$ cat config.mk
export PLATFORM = sky130hd
export DESIGN_NAME = mdio_master
export DESIGN_NICKNAME = d
export VERILOG_FILES = /design/src/rtl/mdio_master.sv
export SDC_FILE = /design/constraint.sdc
export NUM_CORES = 1
export LEC_CHECK = 0
export ABC_AREA = 1
export BUFFER_PORTS_ARGS = -buffer_cell sky130_fd_sc_hd__buf_2
export CORE_UTILIZATION = 40
export DETAILED_ROUTE_END_ITERATION = 12
export GPL_TIMING_DRIVEN = 1
export SLEW_MARGIN = 20
export SYNTH_ARGS = -nofsm -noshare
export SYNTH_HDL_FRONTEND = slang
export SYNTH_SLANG_ARGS = --single-unit
$ cat constraint.sdc
create_clock -name clk -period 1.65 [get_ports clk]
set_input_delay 0.33 -clock clk [delete_from_list [all_inputs] [get_ports clk]]
set_output_delay 0.33 -clock clk [all_outputs]
set_load 0.01 [all_outputs]
$ cat src/rtl/mdio_master.sv
module mdio_master (
  input  logic        clk,
  input  logic        rst_n,
  input  logic        mdc_en,
  input  logic        ctrl_we,
  input  logic [23:0] ctrl_wdata,
  input  logic        data_we,
  input  logic [15:0] data_wdata,
  output logic [23:0] ctrl_rdata,
  output logic [15:0] data_rdata,
  output logic        mdc,
  output logic        mdio_o,
  output logic        mdio_oe,
  input  logic        mdio_i
);
  localparam int PRE_BITS = 32;
  localparam int TA_POS   = PRE_BITS + 14;
  localparam int DAT_POS  = PRE_BITS + 16;
  localparam int LAST_POS = PRE_BITS + 31;

  logic [4:0]  reg_a, phy_a, div_q;
  logic        wr_q, skip_q, busy_q, mdc_q;
  logic [15:0] data_q, rsh_q;
  logic [31:0] frame_q;
  logic [5:0]  idx_q, cnt_q;
  logic [5:0]  half_m1;

  assign half_m1 = {div_q, 1'b1};

  always_ff @(posedge clk or negedge rst_n) begin
    if (!rst_n) begin
      reg_a <= '0; phy_a <= '0; div_q <= '0;
      wr_q <= 1'b0; skip_q <= 1'b0; busy_q <= 1'b0; mdc_q <= 1'b0;
      data_q <= '0; rsh_q <= '0; frame_q <= '0; idx_q <= '0; cnt_q <= '0;
    end else if (!busy_q) begin
      if (data_we) data_q <= data_wdata;
      if (ctrl_we) begin
        reg_a  <= ctrl_wdata[4:0];
        phy_a  <= ctrl_wdata[12:8];
        wr_q   <= ctrl_wdata[16];
        skip_q <= ctrl_wdata[18];
        div_q  <= ctrl_wdata[23:19];
        if (ctrl_wdata[17]) begin
          busy_q  <= 1'b1;
          idx_q   <= ctrl_wdata[18] ? 6'd32 : 6'd0;
          cnt_q   <= '0;
          mdc_q   <= 1'b0;
          frame_q <= {2'b01, ctrl_wdata[16] ? 2'b01 : 2'b10,
                      ctrl_wdata[12:8], ctrl_wdata[4:0],
                      ctrl_wdata[16] ? 2'b10 : 2'b00,
                      ctrl_wdata[16] ? (data_we ? data_wdata : data_q) : 16'h0};
        end
      end
    end else if (mdc_en) begin
      if (cnt_q == half_m1) begin
        cnt_q <= '0;
        mdc_q <= ~mdc_q;
        if (!mdc_q) begin
          if (!wr_q && idx_q >= 6'(DAT_POS)) rsh_q <= {rsh_q[14:0], mdio_i};
        end else if (idx_q == 6'(LAST_POS)) begin
          busy_q <= 1'b0;
          if (!wr_q) data_q <= rsh_q;
        end else begin
          idx_q <= idx_q + 6'd1;
          if (idx_q >= 6'(PRE_BITS)) frame_q <= frame_q << 1;
        end
      end else begin
        cnt_q <= cnt_q + 6'd1;
      end
    end
  end

  assign mdc        = mdc_q;
  assign mdio_oe    = busy_q && (wr_q || idx_q < 6'(TA_POS));
  assign mdio_o     = busy_q && ((idx_q < 6'(PRE_BITS)) || frame_q[31]);
  assign data_rdata = data_q;
  assign ctrl_rdata = {div_q, skip_q, busy_q, wr_q, 3'b000, phy_a, 3'b000, reg_a};

  p_idle_quiet_r5: assert property (@(posedge clk) disable iff (!rst_n)
    !ctrl_rdata[17] |-> !mdc && !mdio_oe);
  p_stall_hold_r8: assert property (@(posedge clk) disable iff (!rst_n)
    ctrl_rdata[17] && !mdc_en |=> $stable(mdc) && $stable(mdio_o) && $stable(mdio_oe));
  p_busy_ignore_r9: assert property (@(posedge clk) disable iff (!rst_n)
    ctrl_rdata[17] && (ctrl_we || data_we) |=> $stable(ctrl_rdata[16:0]) && $stable(data_rdata));
  p_drive_edge_r6: assert property (@(posedge clk) disable iff (!rst_n)
    mdio_oe && mdc && $past(mdc) |-> $stable(mdio_o));
  p_release_read_r7: assert property (@(posedge clk) disable iff (!rst_n)
    $fell(mdio_oe) && ctrl_rdata[17] |-> !ctrl_rdata[16]);
  p_done_edge_r2: assert property (@(posedge clk) disable iff (!rst_n)
    $fell(ctrl_rdata[17]) |-> $past(mdc) && !mdc);
endmodule

=== After elaboration in Yosys (flattened, before gate mapping) ===
Cells that the tools add are included.

* Logic and storage cells: 87
* Memories kept: 0
* RAM bits: 0
* Register bits after elaboration: 95
* Output and inout bits: 43
* ROM bits: 0
* Bits in latches: 0

* Bitwise operators: 2
* Reduce and logical (&&, ||, !) cells: 15
* $mul: 0
* Order comparisons: 4
* Multiplexer cells: 43
* Add/sub/neg operators: 2
* Eq/ne operators: 9
* Divide/modulo/power cells: 0
* Shift-type cells: 0

{| class="wikitable"
|+ Operators with widths
! cell !! number
|-
| two-way mux 32 bit || 8
|-
| two-way mux 16 bit || 8
|-
| two-way mux 6 bit || 13
|-
| adder 6 x 1 -> 6 bit, second input constant || 2
|-
| >= comparator 6 bit, second input constant || 2
|-
| less-than comparator 6 bit, second input constant || 2
|-
| two-way mux 1 bit || 12
|-
| AND reduction 5 bit || 2
|-
| != test 2 x 1 -> 1 bit, second input constant || 4
|-
| AND reduction 7 bit || 1
|-
| == test 6 bit || 1
|-
| == test 6 bit, second input constant || 1
|-
| != test 2 bit, second input constant || 3
|-
| AND reduction 6 bit || 1
|-
| two-way mux 2 bit || 2
|-
| AND reduction 4 bit || 1
|-
| nonzero test 2 bit || 2
|-
| logical AND 1 bit || 3
|-
| AND reduction 3 bit || 1
|-
| logical OR 1 bit || 2
|-
| inverter 1 bit || 2
|-
| AND reduction 2 bit || 1
|-
| logical NOT 1 bit || 1
|}

=== Depth between registers and ports, before layout ===
* Depth after elaboration: 7
* Gate-level depth with buffers: 11
* Mapped depth without buffers: 10

=== Worst setup path before layout ===
OpenSTA, ideal clock, no wires.

* Path kind: reg-to-output
* Start: register busy_q
* End: output mdio_oe
* Arrival: 1226 ps
* Path buffers: 3
* Path slack: 94 ps
* Stages on the path, launching flop included: 6
* Path through: dfrtp_1 buf_6 buf_2 clkbuf_1 nand2_1 a31oi_1

* Longest elaborated chain between the ends: 1

{| class="wikitable"
|+ Ends and longest elaborated chain
! item !! line !! text
|-
| from (decl) || 22 || <nowiki>logic wr_q, skip_q, busy_q, mdc_q;</nowiki>
|-
| from (signal assigned) || 33 || <nowiki>wr_q <= 1'b0; skip_q <= 1'b0; busy_q <= 1'b0; mdc_q <= 1'b0;</nowiki>
|-
| from (signal assigned) || 44 || <nowiki>busy_q <= 1'b1;</nowiki>
|-
| from (signal assigned) || 61 || <nowiki>busy_q <= 1'b0;</nowiki>
|-
| logical AND 1 bit || 74 || <nowiki>assign mdio_oe = busy_q && (wr_q || idx_q < 6'(TA_POS));</nowiki>
|-
| to (decl) || 13 || <nowiki>output logic mdio_oe,</nowiki>
|}

Every way passes these cells.

=== Worst setup path in the final report ===
Same ends and word-level chain as after synthesis.

==> results.toml <==
[clock_network]
tritoncts = "built"
insertion_delay_ns = 0.34
cts_buffer_depth = 2
cts-root-buf = "clkbuf_16"
htree_levels = 3
clk_pin_slew_worst_paths_ns = 0.07
cts.sinks = 95
numCtsBuffers = 9

[detailed_routing]
wirelength_um = 11320
drtIter0Drc = 210
avgViaCountPerCell = 4.880
wire_per_inst_um = 13.06
antenna_left = 0
drc_errors = 0
num_vias = 4231
drt_pass1_iterations = 4

[die]
design.core.area_um2 = 12060
initial_core_util_pct = 41.32
die_area_um2 = 12910
die_w_um = 113.6
io_pins = 89
num_rows = 40
die_h_um = 113.6

[power]
ir_drop_mv = 0.4441
p_leak_nw = 3.198
p_sw_share_pct = 25.16
p_comb_share_pct = 10.5
power_density_nw_per_um2 = 857.4
intPower_mw = 3.872
power.switching_mw = 1.302
seq_power_share_pct = 47.8
share_clk_of_total_power_pct = 41.8

[grt]
grt_max_degree = 96
grt_pass1_wl_um = 18370
antenna_found_initial = 0
grt.overflow.total = 0
grt.total_usage_pct = 17.85
grt_pass1_vias = 3859

[logic_synthesis]
syn_inst = 616
ys_seq_area_share_pct = 47.70
synthMuxAreaShare_pct = 0.6528
syn_avg_cell_area_um2 = 8.090
yosys.area.top_type = "dfrtp_1"
synth_top_family_by_area = "simple AND/OR/NAND/NOR gates"
yosys.area_share.xor_xnor_pct = 0.5272
synth_compound_area_share_pct = 12.38
synthSimpleGateAreaFrac_pct = 28.52
synth_area_leaders = "dfrtp_1 (48%), nand2_1 (14%), o21ai_0 (5.5%)"
syn_area_um2 = 4984
synth_fa_ha_area_share_pct = 0.5021
synth_top_area_share_pct = 47.70
ys_ff_latch = 95
yosysUniqueCellTypes = 35
ys_warn_count = 0

[run]
drv_cap = 0

[critical_path]
endpoint_kind = "output port"
critPathMaxFanout = 20
critPathBufInv = 2
startpoint = "busy_q"
arrival_ns = 1.34
crit_required_ns = 1.32
crit_slowest_cell = "dfrtp_2"
critPathLaunchType = "flip-flop"
r2r-start = "busy_q"
crit_chain = "buf_12 > nand2_2 > a31oi_2 > buf_2"
path_class = "reg2out"
crit_path_max_incr_delay_ns = 0.44
critical-path-top-delay-family = "flip-flops"

[layout]
stdcell_count = 867
final_cell_mix = "nand2_1 (188), dfrtp_1 (94), buf_2 (75)"
areaGrowthSynthToFinish_pct = 21.09
regArea_um2 = 2379
final_common_cell = "nand2_1"
multi_input_area_um2 = 2177
antenna_cells = 0
nFillCells = 1167
nNetsFinal = 742
drive_above_1_share_pct = 26.90
finalInstanceArea_um2 = 6035
final_core_util_pct = 50.03

[sta]
setup_viol = 1
hold_violations = 3
worst_slew_pin_slew_ns = 0.5444
fin_crit_ns = 1.666
slew_headroom_pct = 63.71
fin_tns_setup_ns = -0.01644
finalClockSkew_ns = 0.006167
finalCritPeriodShare_pct = 101.0
max_freq_mhz = 600.1
rsz0062_at_grt = "yes"
slew_viol_final = 0
fin_ws_ns = -0.01644
hold_ws_ns = -0.004039

[place]
gp_congestion = 0.7713
dpl-instance-area_um2 = 5512
dp.cells = 837
pre_cts_ws_ns = 0.07007
dpl.hpwl_um = 7199
portBuffers = 76

[outcome]
violations = "negative hold slack, negative setup slack"
status = "finished with violations"

[min_path]
hold_class = "in2async"
[stage by stage]
| step | hold WS (ns) | power, mW |
|---|---|---|
| global placement | 0.4263 | 2.988 |
| global route | 0.07900 | 5.371 |
| finish | -0.004039 | 5.174 |
| detailed placement | 0.4275 | 2.999 |
| floorplan | 0.03441 | 2.810 |
| CTS | 0.05686 | 5.159 |
[synthesized netlist by cell type (all sizes together)]
cell type,number
mux2,2
nand4,35
dfrtp,95
clkbuf,13
xor2,2
nand3,27
a21oi,23
inv,48
a31oi,1
nor2,30
buf,33
nor3,4
o2111ai,1
o21ai,78
or2,3
o21a,1
conb,1
o31ai,2
xnor2,1
ha,2
mux2i,1
nand2,213
[kinds of logic (layout without fill, tap and decap cells)]
logic type / Yosys count / in the layout
muxes: 3 / 3
buffers and inverters: 94 / 172
and+or+nand+nor: 312 / 312
other: 1 / 6
DFF: 95 / 95
AOI/OAI and AO/OA: 106 / 106
adders and majority gates: 2 / 2
xor gates and xnor gates: 3 / 3
[layout make-up]
class	instances	share of cell area, %
tap	168	3.483
multi-input combinational	432	36.08
timing repair buffer	108	12.75
inverter	48	3.152
clock inverter	5	0.9330
clock buffer	11	4.188
sequential	95	39.42
[repair_timing]
| action | 4_1_cts | 5_1_grt |
|---|---|---|
| pin swaps | 2 | 6 |
| hold endpoints to repair | 0 | 0 |
| hold buffers | 0 | 0 |
| setup buffers | 5 | 6 |
| gates resized for setup | 5 | 13 |
| endpoints found under the setup margin | 2 | 55 |
| cloned | 0 | 3 |
[power groups by stage]
stage | sequential, mW | clock [mW] | combinational [mW]
after global routing | 2.48 | 2.28 | 0.611
final | 2.47 | 2.16 | 0.542
after floorplan | 2.51 | 0 | 0.302
after CTS | 2.48 | 2.20 | 0.484
after detailed placement | 2.52 | 0 | 0.479
after global placement | 2.52 | 0 | 0.472
[path summary, 6_finish.rpt]
kind	slack (ns)	end	depth (start not counted)
max	-0.02	mdio_oe	4
min	-0.004	div_q[0]	2
max reg2reg	0.03	frame_q[30]	10
min reg2reg	0.47	frame_q[23]	2
max in group asynchronous	1.21	frame_q[13]	2
min in group clk	0.22	rsh_q[0]	3
[flip-flops by register name, summed over array words and instances (netlist names), 5 cells and up]
name	cells
div_q	5
rsh_q	16
cnt_q	6
reg_a	5
phy_a	5
frame_q	32
idx_q	6
data_rdata	16
[worst reg2reg max path, delay by kind of cell, from the launching register on]
kind / cells / cell delay, ns
compound gates: 1 / 0.08
buf+inv: 4 / 0.53
flops: 1 / 0.46
simple gates: 5 / 0.44
[per-layer routing]
metal / track usage [%] / part of all wire, %
met1: 24.88 / 50
met2: 28.05 / 45
met3: 3.560 / 4.0
met4: 5.526 / 1.3
met5: 0 / 0
Power figures use the tool's default switching activity.
